--- config.mk ---
export PLATFORM = sky130hd
export DESIGN_NAME = pinmux_port
export DESIGN_NICKNAME = d
export VERILOG_FILES = /design/src/rtl/pinmux_pkg.sv /design/src/rtl/pinmux_regs.sv /design/src/rtl/pinmux_pin.sv /design/src/rtl/pinmux_port.sv
export SDC_FILE = /design/constraint.sdc
export NUM_CORES = 1
export LEC_CHECK = 0
export BUFFER_PORTS_ARGS = -buffer_cell sky130_fd_sc_hd__buf_2
export CORE_MARGIN = 1.5
export CORE_UTILIZATION = 35
export DETAILED_ROUTE_END_ITERATION = 8
export GPL_TIMING_DRIVEN = 0
export SLEW_MARGIN = 20
export SYNTH_ARGS = -nofsm -noshare
export SYNTH_HDL_FRONTEND = slang
export SYNTH_HIERARCHICAL = 1
export SYNTH_SLANG_ARGS = --single-unit
--- constraint.sdc ---
create_clock -name clk_i -period 2.6 [get_ports clk_i]
set_clock_uncertainty 0.2 [all_clocks]
set_input_delay 0.52 -clock clk_i [delete_from_list [all_inputs] [get_ports clk_i]]
set_output_delay 0.52 -clock clk_i [all_outputs]
set_load 0.02 [all_outputs]
--- src/rtl/pinmux_pkg.sv ---
package pinmux_pkg;
  typedef enum logic [1:0] {
    SEL_IN   = 2'b00,
    SEL_GPIO = 2'b01,
    SEL_ALT2 = 2'b10,
    SEL_ALT3 = 2'b11
  } out_sel_e;

  localparam int unsigned CFG_AW = 3;

  typedef enum logic [CFG_AW-1:0] {
    A_SEL  = 3'd0,
    A_TYPE = 3'd1,
    A_CONN = 3'd2,
    A_ANA  = 3'd3,
    A_MEM  = 3'd4
  } cfg_addr_e;
endpackage

--- src/rtl/pinmux_regs.sv ---
module pinmux_regs
  import pinmux_pkg::*;
#(
  parameter int unsigned NUM_PINS = 8,
  localparam int unsigned WD_W = 2 * NUM_PINS
) (
  input  logic                      clk_i,
  input  logic                      rst_ni,
  input  logic                      we_i,
  input  logic [CFG_AW-1:0]         addr_i,
  input  logic [WD_W-1:0]           wdata_i,
  output logic [NUM_PINS-1:0][1:0]  sel_o,
  output logic [NUM_PINS-1:0]       oc_o,
  output logic [NUM_PINS-1:0]       conn_o,
  output logic [NUM_PINS-1:0]       ana_o,
  output logic                      mem_o
);
  logic [NUM_PINS-1:0][1:0] sel_q;
  logic [NUM_PINS-1:0]      oc_q, conn_q, ana_q;
  logic                     mem_q;

  always_ff @(posedge clk_i or negedge rst_ni) begin
    if (!rst_ni) begin
      sel_q  <= '0;
      oc_q   <= '0;
      conn_q <= '0;
      ana_q  <= '0;
      mem_q  <= 1'b0;
    end else if (we_i) begin
      case (cfg_addr_e'(addr_i))
        A_SEL:
          for (int i = 0; i < NUM_PINS; i++)
            sel_q[i] <= ana_q[i] ? 2'b00 : wdata_i[2*i +: 2];
        A_TYPE: oc_q   <= wdata_i[NUM_PINS-1:0];
        A_CONN: conn_q <= wdata_i[NUM_PINS-1:0] & ~ana_q;
        A_ANA: begin
          ana_q  <= wdata_i[NUM_PINS-1:0];
          conn_q <= conn_q & ~wdata_i[NUM_PINS-1:0];
          for (int i = 0; i < NUM_PINS; i++)
            if (wdata_i[i]) sel_q[i] <= 2'b00;
        end
        A_MEM:  mem_q <= wdata_i[0];
        default: ;
      endcase
    end
  end

  assign sel_o  = sel_q;
  assign oc_o   = oc_q;
  assign conn_o = conn_q;
  assign ana_o  = ana_q;
  assign mem_o  = mem_q;

  for (genvar g = 0; g < NUM_PINS; g++) begin : g_chk
    p_analog_clears_r8: assert property (@(posedge clk_i) disable iff (!rst_ni)
      ana_q[g] |-> (sel_q[g] == 2'b00 && !conn_q[g]))
      else $error("R8: analog pin %0d holds select or connect", g);
  end

  p_ignored_write_r10: assert property (@(posedge clk_i) disable iff (!rst_ni)
    !we_i |=> ($stable(sel_q) && $stable(oc_q) && $stable(conn_q) && $stable(ana_q) && $stable(mem_q)))
    else $error("R10: state changed without write");
endmodule

--- src/rtl/pinmux_pin.sv ---
module pinmux_pin
  import pinmux_pkg::*;
(
  input  logic [1:0] sel_i,
  input  logic       oc_i,
  input  logic       conn_i,
  input  logic       ana_i,
  input  logic       mem_i,
  input  logic       gpio_out_i,
  input  logic       gpio_dir_i,
  input  logic       alt2_out_i,
  input  logic       alt2_oe_i,
  input  logic       alt3_out_i,
  input  logic       alt3_oe_i,
  input  logic       mem_out_i,
  input  logic       mem_oe_i,
  input  logic       pad_in_i,
  output logic       pad_out_o,
  output logic       pad_oe_o,
  output logic       periph_in_o,
  output logic       mem_in_o
);
  logic data, en;

  always_comb begin
    unique case (out_sel_e'(sel_i))
      SEL_GPIO: begin data = gpio_out_i; en = gpio_dir_i; end
      SEL_ALT2: begin data = alt2_out_i; en = alt2_oe_i;  end
      SEL_ALT3: begin data = alt3_out_i; en = alt3_oe_i;  end
      default:  begin data = 1'b0;       en = 1'b0;       end
    endcase
    if (mem_i) begin
      data = mem_out_i;
      en   = mem_oe_i;
    end
    if (oc_i && !mem_i) begin
      pad_out_o = 1'b0;
      pad_oe_o  = en & ~data;
    end else begin
      pad_out_o = data;
      pad_oe_o  = en;
    end
    if (ana_i) begin
      pad_out_o = 1'b0;
      pad_oe_o  = 1'b0;
    end
  end

  assign periph_in_o = pad_in_i & conn_i & ~ana_i & ~mem_i;
  assign mem_in_o    = pad_in_i & mem_i & ~ana_i;
endmodule

--- src/rtl/pinmux_port.sv ---
module pinmux_port
  import pinmux_pkg::*;
#(
  parameter int unsigned NUM_PINS = 8,
  localparam int unsigned WD_W = 2 * NUM_PINS
) (
  input  logic                clk_i,
  input  logic                rst_ni,
  input  logic                cfg_we_i,
  input  logic [CFG_AW-1:0]   cfg_addr_i,
  input  logic [WD_W-1:0]     cfg_wdata_i,
  input  logic [NUM_PINS-1:0] gpio_out_i,
  input  logic [NUM_PINS-1:0] gpio_dir_i,
  input  logic [NUM_PINS-1:0] alt2_out_i,
  input  logic [NUM_PINS-1:0] alt2_oe_i,
  input  logic [NUM_PINS-1:0] alt3_out_i,
  input  logic [NUM_PINS-1:0] alt3_oe_i,
  input  logic [NUM_PINS-1:0] mem_out_i,
  input  logic [NUM_PINS-1:0] mem_oe_i,
  input  logic [NUM_PINS-1:0] pad_in_i,
  output logic [NUM_PINS-1:0] pad_out_o,
  output logic [NUM_PINS-1:0] pad_oe_o,
  output logic [NUM_PINS-1:0] periph_in_o,
  output logic [NUM_PINS-1:0] mem_in_o
);
  logic [NUM_PINS-1:0][1:0] sel;
  logic [NUM_PINS-1:0]      oc, conn, ana;
  logic                     mem;

  pinmux_regs #(.NUM_PINS(NUM_PINS)) i_regs (
    .clk_i   (clk_i),
    .rst_ni  (rst_ni),
    .we_i    (cfg_we_i),
    .addr_i  (cfg_addr_i),
    .wdata_i (cfg_wdata_i),
    .sel_o   (sel),
    .oc_o    (oc),
    .conn_o  (conn),
    .ana_o   (ana),
    .mem_o   (mem)
  );

  for (genvar g = 0; g < NUM_PINS; g++) begin : g_pin
    pinmux_pin i_pin (
      .sel_i       (sel[g]),
      .oc_i        (oc[g]),
      .conn_i      (conn[g]),
      .ana_i       (ana[g]),
      .mem_i       (mem),
      .gpio_out_i  (gpio_out_i[g]),
      .gpio_dir_i  (gpio_dir_i[g]),
      .alt2_out_i  (alt2_out_i[g]),
      .alt2_oe_i   (alt2_oe_i[g]),
      .alt3_out_i  (alt3_out_i[g]),
      .alt3_oe_i   (alt3_oe_i[g]),
      .mem_out_i   (mem_out_i[g]),
      .mem_oe_i    (mem_oe_i[g]),
      .pad_in_i    (pad_in_i[g]),
      .pad_out_o   (pad_out_o[g]),
      .pad_oe_o    (pad_oe_o[g]),
      .periph_in_o (periph_in_o[g]),
      .mem_in_o    (mem_in_o[g])
    );

    p_unsel_quiet_r2: assert property (@(posedge clk_i) disable iff (!rst_ni)
      (sel[g] == 2'b00 && !mem) |-> !pad_oe_o[g])
      else $error("R2: pin %0d drives in input mode", g);
    p_oc_no_high_r5: assert property (@(posedge clk_i) disable iff (!rst_ni)
      (oc[g] && !mem) |-> !pad_out_o[g])
      else $error("R5: open-collector pin %0d drives high", g);
    p_unconn_zero_r6: assert property (@(posedge clk_i) disable iff (!rst_ni)
      !conn[g] |-> !periph_in_o[g])
      else $error("R6: unconnected pin %0d passes input", g);
    p_analog_quiet_r7: assert property (@(posedge clk_i) disable iff (!rst_ni)
      ana[g] |-> !(pad_oe_o[g] || periph_in_o[g] || mem_in_o[g]))
      else $error("R7: analog pin %0d active", g);
  end

  p_mem_in_gated_r9: assert property (@(posedge clk_i) disable iff (!rst_ni)
    !mem |-> (mem_in_o == '0))
    else $error("R9: memory input leaks");
endmodule

==> flow_summary.json <==
{
  "status": "finished, final reports clean",
  "grt_first_pass_wirelength_um": 11500,
  "r2r_start": "i_regs/mem_o$_DFFE_PN0P_",
  "cts_made_buffers": 5,
  "post-synth-top-area-cell": "dfrtp_1",
  "worstMarginPinSlew_ps": 922,
  "netlist_instances": 266,
  "dr.pass1.iters": 4,
  "gr-total-overflow": 0,
  "setup_viol": 0,
  "place_congestion": 0.690,
  "ys_seq_elements": 41,
  "synth_top_area_share": 0.393,
  "cts.root.buffer_cell": "clkbuf_8",
  "slew_headroom": 0.385,
  "portBuffers": 125,
  "grt_pass1_vias": 2482,
  "slowest_delay_ps": 600,
  "htreeDepth": 2,
  "yosysSeqAreaShare": 0.393,
  "async_flop_share": 1.00,
  "yosys-top-cells-count": "dfrtp_1 (41), inv_1 (40), nand2_1 (25), o32ai_1 (21), a21oi_1 (16)",
  "clk_latency_ps": 280,
  "routedWlPerCell_um": 15.0,
  "holdCritPathClass": "in -> async",
  "cp_cell_sequence": "buf_8 > a221oi_1 > a2111oi_1 > buf_2",
  "synth_most_common_cell": "dfrtp_1",
  "whs_ps": 165,
  "antenna_cells": 0,
  "seq_area_um2": 1030,
  "die_x_um": 89.3,
  "critical_path_class": "reg -> out",
  "cp-start-kind": "flop",
  "arrival_ps": 1740,
  "required_ps": 1880,
  "finalHoldViolCount": 0,
  "multi_input_area_um2": 1380,
  "area_growth_pct": 33.9,
  "fp-row-count": 31,
  "p_leak_nw": 1.77,
  "core_area_um2": 7210,
  "synth_edf_count": 0,
  "syn-cell-area_um2": 2610,
  "totalWireLength_um": 7500,
  "powerDensity_nw_per_um2": 605,
  "cp_max_fo": 16,
  "viasPerCell": 5.27,
  "rsz0062_at_grt": "false",
  "startpoint": "i_regs/mem_o$_DFFE_PN0P_",
  "fill_cells": 747,
  "clk_path_buf_depth": 2,
  "synth_area_leaders": "dfrtp_1 (39%), o32ai_1 (7.1%), inv_1 (5.8%)",
  "cts_tree": "built",
  "hpwl_um": 5020,
  "yosysWarnings": 6,
  "synth_nets": 360,
  "final_nets": 494,
  "min_period_ps": 2460,
  "route.detailed.drc": 0,
  "dieHeight_um": 89.3,
  "fin_tns_setup_ps": 0,
  "post-route-period-util": 0.946,
  "grt_max_degree": 42,
  "vias": 2632,
  "dieArea_um2": 7980,
  "ant_nets": 0,
  "synth_cell_types": 29,
  "synth_ff_type": "dfrtp_1",
  "worst_path_max_delay_cell": "dfrtp_4",
  "max-cap-violations": 0,
  "start_util": 0.362,
  "drt_iter0_drc": 78,
  "track_usage": 0.186,
  "pin_count": 126,
  "clock-sinks": 41,
  "finalMaxSlewViolations": 0,
  "path_clk_slew_ps": 70,
  "end_kind": "output pin",
  "antenna_found_initial": 0,
  "clock.fmax_mhz": 407,
  "ir_worst_vdd_v": 0.000233,
  "syn_area_per_cell_um2": 9.81,
  "drive_gt1_frac": 0.395
}
## cell type report
| cell class | instances | share of cell area |
|---|---|---|
| Multi-Input combinational cell | 177 | 0.396 |
| Timing Repair Buffer | 127 | 0.191 |
| Sequential cell | 41 | 0.295 |
| Buffer | 8 | 0.0143 |
| Clock buffer | 7 | 0.0247 |
| Inverter | 40 | 0.0430 |
| Tap cell | 99 | 0.0355 |
## kinds of logic after synthesis
| kind of cell | count (synthesis) | synth area share |
|---|---|---|
| compound gates | 88 | 0.281 |
| mux | 25 | 0.104 |
| simple gates | 64 | 0.145 |
| flops | 41 | 0.393 |
| buf+inv | 48 | 0.0767 |
## through the flow
step / worst slack, ps / std cells / power [mW] / utilization / area [um^2]
final: 141 / 499 / 2.11 / 0.484 / 3490
after global placement: 122 / 490 / 1.64 / 0.466 / 3360
after global routing: 11.8 / 499 / 2.27 / 0.484 / 3490
after floorplan: 110 / 266 / 1.39 / - / 2610
after CTS: 75.2 / 498 / 2.12 / 0.482 / 3480
after detailed placement: 65.9 / 490 / 1.66 / 0.466 / 3360
## worst max-delay path: cells and delay by family, from the launching register on
family | cells | cell delay [ps]
flip-flops | 1 | 600
buffers and inverters | 2 | 450
AO/OA/AOI/OAI | 2 | 400
## state kept, by name, summed over array words and instances, names as in the netlist
name / flops
i_regs/mem_o: 1
i_regs/ana_o: 8
i_regs/sel_o: 16
i_regs/oc_o: 8
i_regs/conn_o: 8
## routing by layer
layer | up-vias | GRT usage | share of wire
met5 | - | 0 | 0
met3 | 5 | 0.0286 | 0.061
met4 | 0 | 0.0308 | 0.0044
li1 | 1291 | - | -
met2 | 92 | 0.323 | 0.47
met1 | 1244 | 0.248 | 0.47
## path summary, 6_finish.rpt
kind,endpoint,slack (ps),cells after the start
min in group clk_i,i_regs/oc_o[3]$_DFFE_PN0P_,280,2
worst max register to register,i_regs/mem_o$_DFFE_PN0P_,1200,2
max in group asynchronous,i_regs/mem_o$_DFFE_PN0P_,1350,1
worst min-delay path,i_regs/oc_o[7]$_DFFE_PN0P_,160,1
worst max-delay path,pad_oe_o[5],140,4
worst min register to register,i_regs/conn_o[7]$_DFFE_PN0P_,330,2
## power by group
part | internal [mW] | switching [mW] | total [mW] | leakage [nW]
combinational | 0.362 | 0.388 | 0.750 | 1.20
sequential | 0.762 | 0.188 | 0.950 | 0.521
clock | 0.211 | 0.202 | 0.413 | 0.0443
total | 1.33 | 0.778 | 2.11 | 1.77
## cell usage in the layout (no fill, tap or decap), types with 8 or more instances in the layout
cell type  Yosys  layout
o32ai_1       21      21
nor2b_1        8       8
a21oi_2        8       8
buf_2          4     129
and3b_1        8       8
a221oi_1       8       8
a2111oi_1      8       9
dfrtp_1       41      40
nor2_1         8       8
inv_1         40      40
mux2i_1        8       8
nand2_1       25      25
nor4bb_1       9       9
mux2_2         9       9
a21oi_1       16      16
mux2_1         8       8
a2111o_1       8       8
a21o_1         8       8
## repair_timing
action,CTS,global route
setup endpoints to repair,8,3
resized for setup,1,1
setup buffers,1,1
hold buffers,0,0
(Power assumes the default switching activity.)
